$ cat config.mk
export PLATFORM = sky130hd
export DESIGN_NAME = ow_slave_rx
export DESIGN_NICKNAME = d
export VERILOG_FILES = /design/src/rtl/ow_rx_pkg.sv /design/src/rtl/ow_line_mon.sv /design/src/rtl/ow_presence_gen.sv /design/src/rtl/ow_slot_decoder.sv /design/src/rtl/ow_byte_asm.sv /design/src/rtl/ow_slave_rx.sv
export SDC_FILE = /design/constraint.sdc
export NUM_CORES = 1
export LEC_CHECK = 0
export BUFFER_PORTS_ARGS = -buffer_cell sky130_fd_sc_hd__buf_2
export CAP_MARGIN = 10
export CORE_UTILIZATION = 50
export DETAILED_ROUTE_END_ITERATION = 10
export PLACE_DENSITY = 0.65
export SYNTH_ARGS = -nofsm -noshare
export SYNTH_HDL_FRONTEND = slang
export SYNTH_SLANG_ARGS = --single-unit
$ cat constraint.sdc
create_clock -name clk_i -period 2.25 [get_ports clk_i]
set_input_delay 0.1125 -clock clk_i [delete_from_list [all_inputs] [get_ports clk_i]]
set_output_delay 0.1125 -clock clk_i [all_outputs]
set_load 0.02 [all_outputs]
$ cat src/rtl/ow_rx_pkg.sv
package ow_rx_pkg;
  typedef enum logic [1:0] {
    PR_IDLE  = 2'd0,
    PR_WAIT  = 2'd1,
    PR_DRIVE = 2'd2,
    PR_GUARD = 2'd3
  } pres_state_e;
endpackage

$ cat src/rtl/ow_line_mon.sv
module ow_line_mon #(
  parameter int RESET_US = 480,
  parameter int LOW_W    = $clog2(RESET_US + 1)
) (
  input  logic             clk_i,
  input  logic             rst_ni,
  input  logic             tick_i,
  input  logic             line_i,
  output logic             fall_o,
  output logic             rise_o,
  output logic [LOW_W-1:0] low_cnt_o
);
  localparam logic [LOW_W-1:0] SAT = LOW_W'(RESET_US);

  logic line_q;

  always_ff @(posedge clk_i or negedge rst_ni) begin
    if (!rst_ni) begin
      line_q    <= 1'b1;
      low_cnt_o <= '0;
    end else if (tick_i) begin
      line_q <= line_i;
      if (line_i)               low_cnt_o <= '0;
      else if (low_cnt_o != SAT) low_cnt_o <= low_cnt_o + 1'b1;
    end
  end

  assign fall_o = tick_i & line_q & ~line_i;
  assign rise_o = tick_i & ~line_q & line_i;
endmodule

$ cat src/rtl/ow_presence_gen.sv
module ow_presence_gen
  import ow_rx_pkg::*;
#(
  parameter int WAIT_US = 30,
  parameter int LEN_US  = 120
) (
  input  logic clk_i,
  input  logic rst_ni,
  input  logic tick_i,
  input  logic start_i,
  output logic busy_o,
  output logic drive_o
);
  localparam int MAXV = (WAIT_US > LEN_US) ? WAIT_US : LEN_US;
  localparam int CW   = $clog2(MAXV + 1);
  localparam logic [CW-1:0] WAIT_END = CW'(WAIT_US - 1);
  localparam logic [CW-1:0] LEN_END  = CW'(LEN_US - 1);

  pres_state_e state_q;
  logic [CW-1:0] cnt_q;

  always_ff @(posedge clk_i or negedge rst_ni) begin
    if (!rst_ni) begin
      state_q <= PR_IDLE;
      cnt_q   <= '0;
    end else begin
      case (state_q)
        PR_IDLE: if (start_i) begin
          state_q <= PR_WAIT;
          cnt_q   <= '0;
        end
        PR_WAIT: if (tick_i) begin
          if (cnt_q == WAIT_END) begin
            state_q <= PR_DRIVE;
            cnt_q   <= '0;
          end else cnt_q <= cnt_q + 1'b1;
        end
        PR_DRIVE: if (tick_i) begin
          if (cnt_q == LEN_END) state_q <= PR_GUARD;
          else                  cnt_q   <= cnt_q + 1'b1;
        end
        // one tick to absorb the rising edge of our own release
        PR_GUARD: if (tick_i) state_q <= PR_IDLE;
        default:  state_q <= PR_IDLE;
      endcase
    end
  end

  assign busy_o  = (state_q != PR_IDLE);
  assign drive_o = (state_q == PR_DRIVE);
endmodule

$ cat src/rtl/ow_slot_decoder.sv
module ow_slot_decoder #(
  parameter int SAMPLE_US = 30
) (
  input  logic clk_i,
  input  logic rst_ni,
  input  logic tick_i,
  input  logic line_i,
  input  logic fall_i,
  input  logic rise_i,
  input  logic reset_i,
  output logic bit_vld_o,
  output logic bit_o
);
  localparam int CW = $clog2(SAMPLE_US + 1);
  localparam logic [CW-1:0] SAMPLE_AT = CW'(SAMPLE_US);

  logic          slot_act_q;
  logic [CW-1:0] slot_cnt_q;
  logic          pend0_q;

  always_ff @(posedge clk_i or negedge rst_ni) begin
    if (!rst_ni) begin
      slot_act_q <= 1'b0;
      slot_cnt_q <= '0;
      pend0_q    <= 1'b0;
      bit_vld_o  <= 1'b0;
      bit_o      <= 1'b0;
    end else begin
      bit_vld_o <= 1'b0;
      if (fall_i) begin
        slot_act_q <= 1'b1;
        slot_cnt_q <= CW'(1);
      end else if (tick_i && slot_act_q) begin
        if (slot_cnt_q == SAMPLE_AT) begin
          slot_act_q <= 1'b0;
          if (line_i) begin
            bit_vld_o <= 1'b1;
            bit_o     <= 1'b1;
          end else begin
            pend0_q <= 1'b1;  // commit only once the low period proves short
          end
        end else begin
          slot_cnt_q <= slot_cnt_q + 1'b1;
        end
      end
      if (rise_i && pend0_q) begin
        pend0_q <= 1'b0;
        if (!reset_i) begin
          bit_vld_o <= 1'b1;
          bit_o     <= 1'b0;
        end
      end
      if (reset_i) slot_act_q <= 1'b0;
    end
  end
endmodule

$ cat src/rtl/ow_byte_asm.sv
module ow_byte_asm #(
  parameter int BYTE_W = 8
) (
  input  logic              clk_i,
  input  logic              rst_ni,
  input  logic              clr_i,
  input  logic              bit_vld_i,
  input  logic              bit_i,
  output logic              valid_o,
  output logic [BYTE_W-1:0] data_o
);
  localparam int CW = $clog2(BYTE_W);
  localparam logic [CW-1:0] LAST = CW'(BYTE_W - 1);

  logic [BYTE_W-1:0] shreg_q;
  logic [CW-1:0]     cnt_q;
  logic [BYTE_W-1:0] shreg_nx;

  assign shreg_nx = {bit_i, shreg_q[BYTE_W-1:1]};

  always_ff @(posedge clk_i or negedge rst_ni) begin
    if (!rst_ni) begin
      shreg_q <= '0;
      cnt_q   <= '0;
      valid_o <= 1'b0;
      data_o  <= '0;
    end else begin
      valid_o <= 1'b0;
      if (clr_i) begin
        shreg_q <= '0;
        cnt_q   <= '0;
      end else if (bit_vld_i) begin
        shreg_q <= shreg_nx;
        if (cnt_q == LAST) begin
          cnt_q   <= '0;
          valid_o <= 1'b1;
          data_o  <= shreg_nx;
        end else begin
          cnt_q <= cnt_q + 1'b1;
        end
      end
    end
  end
endmodule

$ cat src/rtl/ow_slave_rx.sv
module ow_slave_rx #(
  parameter int RESET_US     = 480,
  parameter int PRES_WAIT_US = 30,
  parameter int PRES_LEN_US  = 120,
  parameter int SAMPLE_US    = 30,
  parameter int BYTE_W       = 8
) (
  input  logic              clk_i,
  input  logic              rst_ni,
  input  logic              tick_i,
  input  logic              line_i,
  output logic              drive_low_o,
  output logic              byte_valid_o,
  output logic [BYTE_W-1:0] byte_data_o
);
  localparam int LOW_W = $clog2(RESET_US + 1);
  localparam logic [LOW_W-1:0] RESET_C = LOW_W'(RESET_US);

  logic             fall, rise, fall_g, rise_g, busy, reset_det;
  logic [LOW_W-1:0] low_cnt;
  logic             bit_vld, bit_val;

  ow_line_mon #(.RESET_US(RESET_US), .LOW_W(LOW_W)) u_mon (
    .clk_i, .rst_ni, .tick_i, .line_i,
    .fall_o(fall), .rise_o(rise), .low_cnt_o(low_cnt)
  );

  // edges during our own presence response are not the master's
  assign fall_g    = fall & ~busy;
  assign rise_g    = rise & ~busy;
  assign reset_det = rise_g & (low_cnt >= RESET_C);

  ow_presence_gen #(.WAIT_US(PRES_WAIT_US), .LEN_US(PRES_LEN_US)) u_pres (
    .clk_i, .rst_ni, .tick_i, .start_i(reset_det),
    .busy_o(busy), .drive_o(drive_low_o)
  );

  ow_slot_decoder #(.SAMPLE_US(SAMPLE_US)) u_dec (
    .clk_i, .rst_ni, .tick_i, .line_i,
    .fall_i(fall_g), .rise_i(rise_g), .reset_i(reset_det),
    .bit_vld_o(bit_vld), .bit_o(bit_val)
  );

  ow_byte_asm #(.BYTE_W(BYTE_W)) u_asm (
    .clk_i, .rst_ni, .clr_i(reset_det),
    .bit_vld_i(bit_vld), .bit_i(bit_val),
    .valid_o(byte_valid_o), .data_o(byte_data_o)
  );
endmodule

==> reports/results.env <==
VIOLATIONS='DRC'
R2R_CELL_COUNT=6
POWER.SWITCHING_W=0.000791
YOSYS_REGISTER_BITS=47
NETS=246
CTS_SETUP_BUFFERS=0
POWER.STATIC_LEAKAGE_nW=1.29
REMAINING_DRC_ERRORS=4
ASYNC_FLOP_SHARE_PCT=100
SYN-INSTANCE-COUNT=210
SETUP.WORST_PATH.START_CLASS='flip-flop'
DETAIL_ROUTE.ITER0.VIOLATIONS=92
CTS_TREE='done'
TOTAL_NUMBER_OF_VIAS=1643
P_COMB_SHARE_PCT=31.6
TIMING.FINAL.CRIT_PERIOD_NS=2.03
RUN_STATUS='finished with violations'
CELLINTERNALPOWER_W=0.00163
CP.ARRIVAL_NS=2.25
FIRST_GLOBAL_VIAS=1571
FLOORPLAN.DIE_AREA_UM2=4990
SEQUENTIAL_CELL_AREA_UM2=1180
FINAL_COMMON_CELL='dfrtp_1'
CLOCKROOTBUFFER='clkbuf_8'
CLK-INSERTION-DELAY-LATE_NS=0.29
FILLER_CELL_COUNT=368
DIE_W_UM=70.7
SYN_AVG_CELL_AREA_UM2=11.2
CPPEAKSTAGEDELAY_NS=0.54
WORST_EP_REQUIRED_TIME_NS=2.46
FLOORPLAN.DIE.HEIGHT_UM=70.7
VDD.IR_DROP.WORST_uV=625
RSZ0062_AT_GRT='no'
YOSYS_WARNINGS=0
CLOCK_PATH_BUFFERS=2
MOSTFREQUENTLAYOUTCELLS='46 x dfrtp_1, 19 x nor2_1, 15 x a22o_1'
MULTI_INPUT_COMB_AREA_UM2=1120
SLEW_HEADROOM_PCT=56.5
WORST_HOLD_PATH.NUM_CELLS=2
LAYOUT.CELL_AREA.NON_FILLER_UM2=2620
AREA_ADDED_BETWEEN_SYNTHESIS_AND_FINISH_PCT=10.9
DRT-VIAS-PER-INSTANCE=5.83
WORSTPATHCELLLIST='inv_1, ha_1, or2_2, o311ai_1, or4_1, o221ai_1'
GRT_FIRST_PASS_WIRELENGTH_MM=7.39
SYNTH.NET_COUNT=227
PLACEMENTROWS=24
TIMING.SETUP.CRITICAL_PATH_CLASS='reg -> reg'
CLKTRANSATPATHREGS_NS=0.09
FINALHOLDVIOLCOUNT=0
TOP_LEVEL_PORTS=14
FP.COREAREA_UM2=4440
GR-TOTAL-OVERFLOW=0
FINAL.SETUP_SKEW_NS=0.00464
CRITICAL_PATH_PEAK_FANOUT=8
CELLPOWERDENSITY_nW_PER_UM2=927
FLOORPLAN.INITIALDENSITY_PCT=53.0
CLKPWRFRAC_PCT=25.0
FINALCRITPERIODSHARE_PCT=90.4
CLOCK.FMAX_GHz=0.491
SETUP.WORST_PATH.END_CLASS='flip-flop'
DP.FINAL_HPWL_MM=2.94
TIMING.HOLD.WS_NS=0.184
FIN_UTIL_PCT=58.8
GRT_ANTENNA_BEFORE_REPAIR=0
SYNTH.DISTINCT_CELLS=45
YOSYS_MOST_USED_DFF='dfrtp_1'
NUMBER_OF_ANTENNA_DIODES=0
CTSHTREEMAXLEVEL=2
SETUP-TNS-FINAL_NS=0
TOTAL_STANDARD_CELL_AREA_AFTER_SYNTHESIS_UM2=2360
DETAILEDROUTE.FIRSTPASSITERATIONCOUNT=7
DRT-WIRELENGTH-PER-CELL_UM=15.0
DRIVE_GT1_SHARE_PCT=19.1
FINALMAXSLEWVIOLATIONS=0
TIMING_WORST_SLEW_PIN_VALUE_NS=0.643
PORT_BUFFERS=13
PLACED_CELL_AREA_UM2=2490
MAXIMUM_NUMBER_OF_PINS_ON_ONE_NET_BEFORE_GLOBAL_ROUTE_REPAIR=25
SEQ_POWER_SHARE_PCT=43.4
DRV.MAX_CAP_VIOLATION_COUNT=0
SYNTH_ENABLE_FLOP_CELLS=0
CTS.SINK_COUNT=47
ANT_NETS_AFTER_ROUTE=0
CTS-BUFFERS-INSERTED=5
SYNTH-SEQ-AREA-SHARE_PCT=49.9
ROUTABILITYCONGESTION=0.781
HOLD_WC_PATH_TYPE='in -> reg'
CRIT_SLOWEST_CELL='or4_1'
FINALWIRELENGTH_MM=4.24
POWER_SWITCHING_SHARE_PCT=32.6
GR-USAGE-ALL-LAYERS_PCT=18.6
FINAL_SETUP_VIOLATION_COUNT=0
-- worst paths after layout --
kind | from | endpoint | slack, ns
max | u_pres.state_q[0]$_DFFE_PN0P_ | u_pres.cnt_q[6]$_DFFE_PN0P_ | 0.22
min | line_i | u_dec.bit_vld_o$_DFF_PN0_ | 0.18
max reg2reg | u_pres.state_q[0]$_DFFE_PN0P_ | u_pres.cnt_q[6]$_DFFE_PN0P_ | 0.22
min reg2reg | u_asm.data_o[5]$_DFFE_PN0P_ | u_asm.data_o[5]$_DFFE_PN0P_ | 0.50
max in group asynchronous | rst_ni | u_asm.data_o[0]$_DFFE_PN0P_ | 1.22
min in group asynchronous | rst_ni | u_asm.cnt_q[1]$_DFFE_PN0P_ | 0.32
-- power by group through the flow --
stage	Clock [W]	Combinational [W]	Sequential (W)
finish	0.000606	0.000765	0.00105
global route	0.000659	0.000864	0.00107
CTS	0.000628	0.000768	0.00105
detailed placement	0	0.000764	0.00106
global placement	0	0.000737	0.00106
floorplan	0	0.000589	0.00104
-- sequential cells by signal, summed over array words and instances (netlist names), 2 cells and up --
register          count
u_asm.cnt_q           3
u_dec.slot_cnt_q      5
u_asm.data_o          8
u_pres.state_q        2
u_asm.shreg_q         7
u_pres.cnt_q          7
u_mon.low_cnt_o       9
-- stage by stage --
stage                     setup slack, ns  power, W  cells
after floorplan                     0.239   0.00163    210
after global placement              0.296   0.00180    273
after detailed placement            0.232   0.00183    273
after CTS                           0.217   0.00244    282
after global routing               0.0735   0.00259    282
final                               0.215   0.00242    282
-- cell type report --
cell class,count,share of cell area (%)
clock buffer,5,2.63
clock inverter,3,1.67
inverter,9,1.29
multi-input combinational,148,42.9
sequential,47,45.0
tap,52,2.49
timing repair buffer,18,4.02
-- routing by layer --
metal | global-route usage (%) | vias up | part of all wire [%]
li1 | - | 802 | -
met1 | 26.6 | 806 | 51
met2 | 29.6 | 29 | 45
met3 | 3.85 | 6 | 3.1
met4 | 4.00 | 0 | 0.87
met5 | 0 | - | 0
-- synthesized netlist by cell type, drive strengths merged (2+ instances only) --
cell     n  share of area [%]
dfrtp   46                 49
nor2    19                3.0
a22o    15                5.6
ha      13                6.9
nand2   11                1.8
mux2    10                4.8
inv      9                1.4
o21ai    9                1.9
nand3    6                1.3
nand4    6                2.2
xnor2    6                2.2
and3     5                1.3
xor2     5                1.9
clkbuf   4               0.64
nand4b   4                1.5
nor3     4                1.1
or2      4                1.2
a211o    3                1.1
and2     3               0.80
nand2b   3               0.80
a21oi    2               0.42
buf      2               0.42
nor3b    2               0.64
-- cells by family (layout without fill, tap and decap cells) --
group | count (synthesis) | in the layout | synth area share, %
simple gates | 72 | 72 | 17.5
flops | 47 | 47 | 49.9
compound gates | 41 | 41 | 13.9
buf+inv | 15 | 35 | 2.49
fa+ha+maj | 13 | 13 | 6.90
xor+xnor | 11 | 11 | 4.09
mux | 11 | 11 | 5.20
-- worst max-delay path: cells and delay by family, from the launching register on --
family	cells	cell delay, ns
AOI/OAI and AO/OA	2	0.36
adders and majority gates	1	0.32
buffers and inverters	1	0.13
and+or+nand+nor	2	0.73
DFF	1	0.40
-- what timing repair did --
| item | 4_1_cts | 5_1_grt |
|---|---|---|
| resized for setup | 0 | 0 |
| hold endpoints to repair | 22 | 0 |
| hold buffers | 1 | 0 |
No activity file was read; power rests on OpenSTA's default activity.
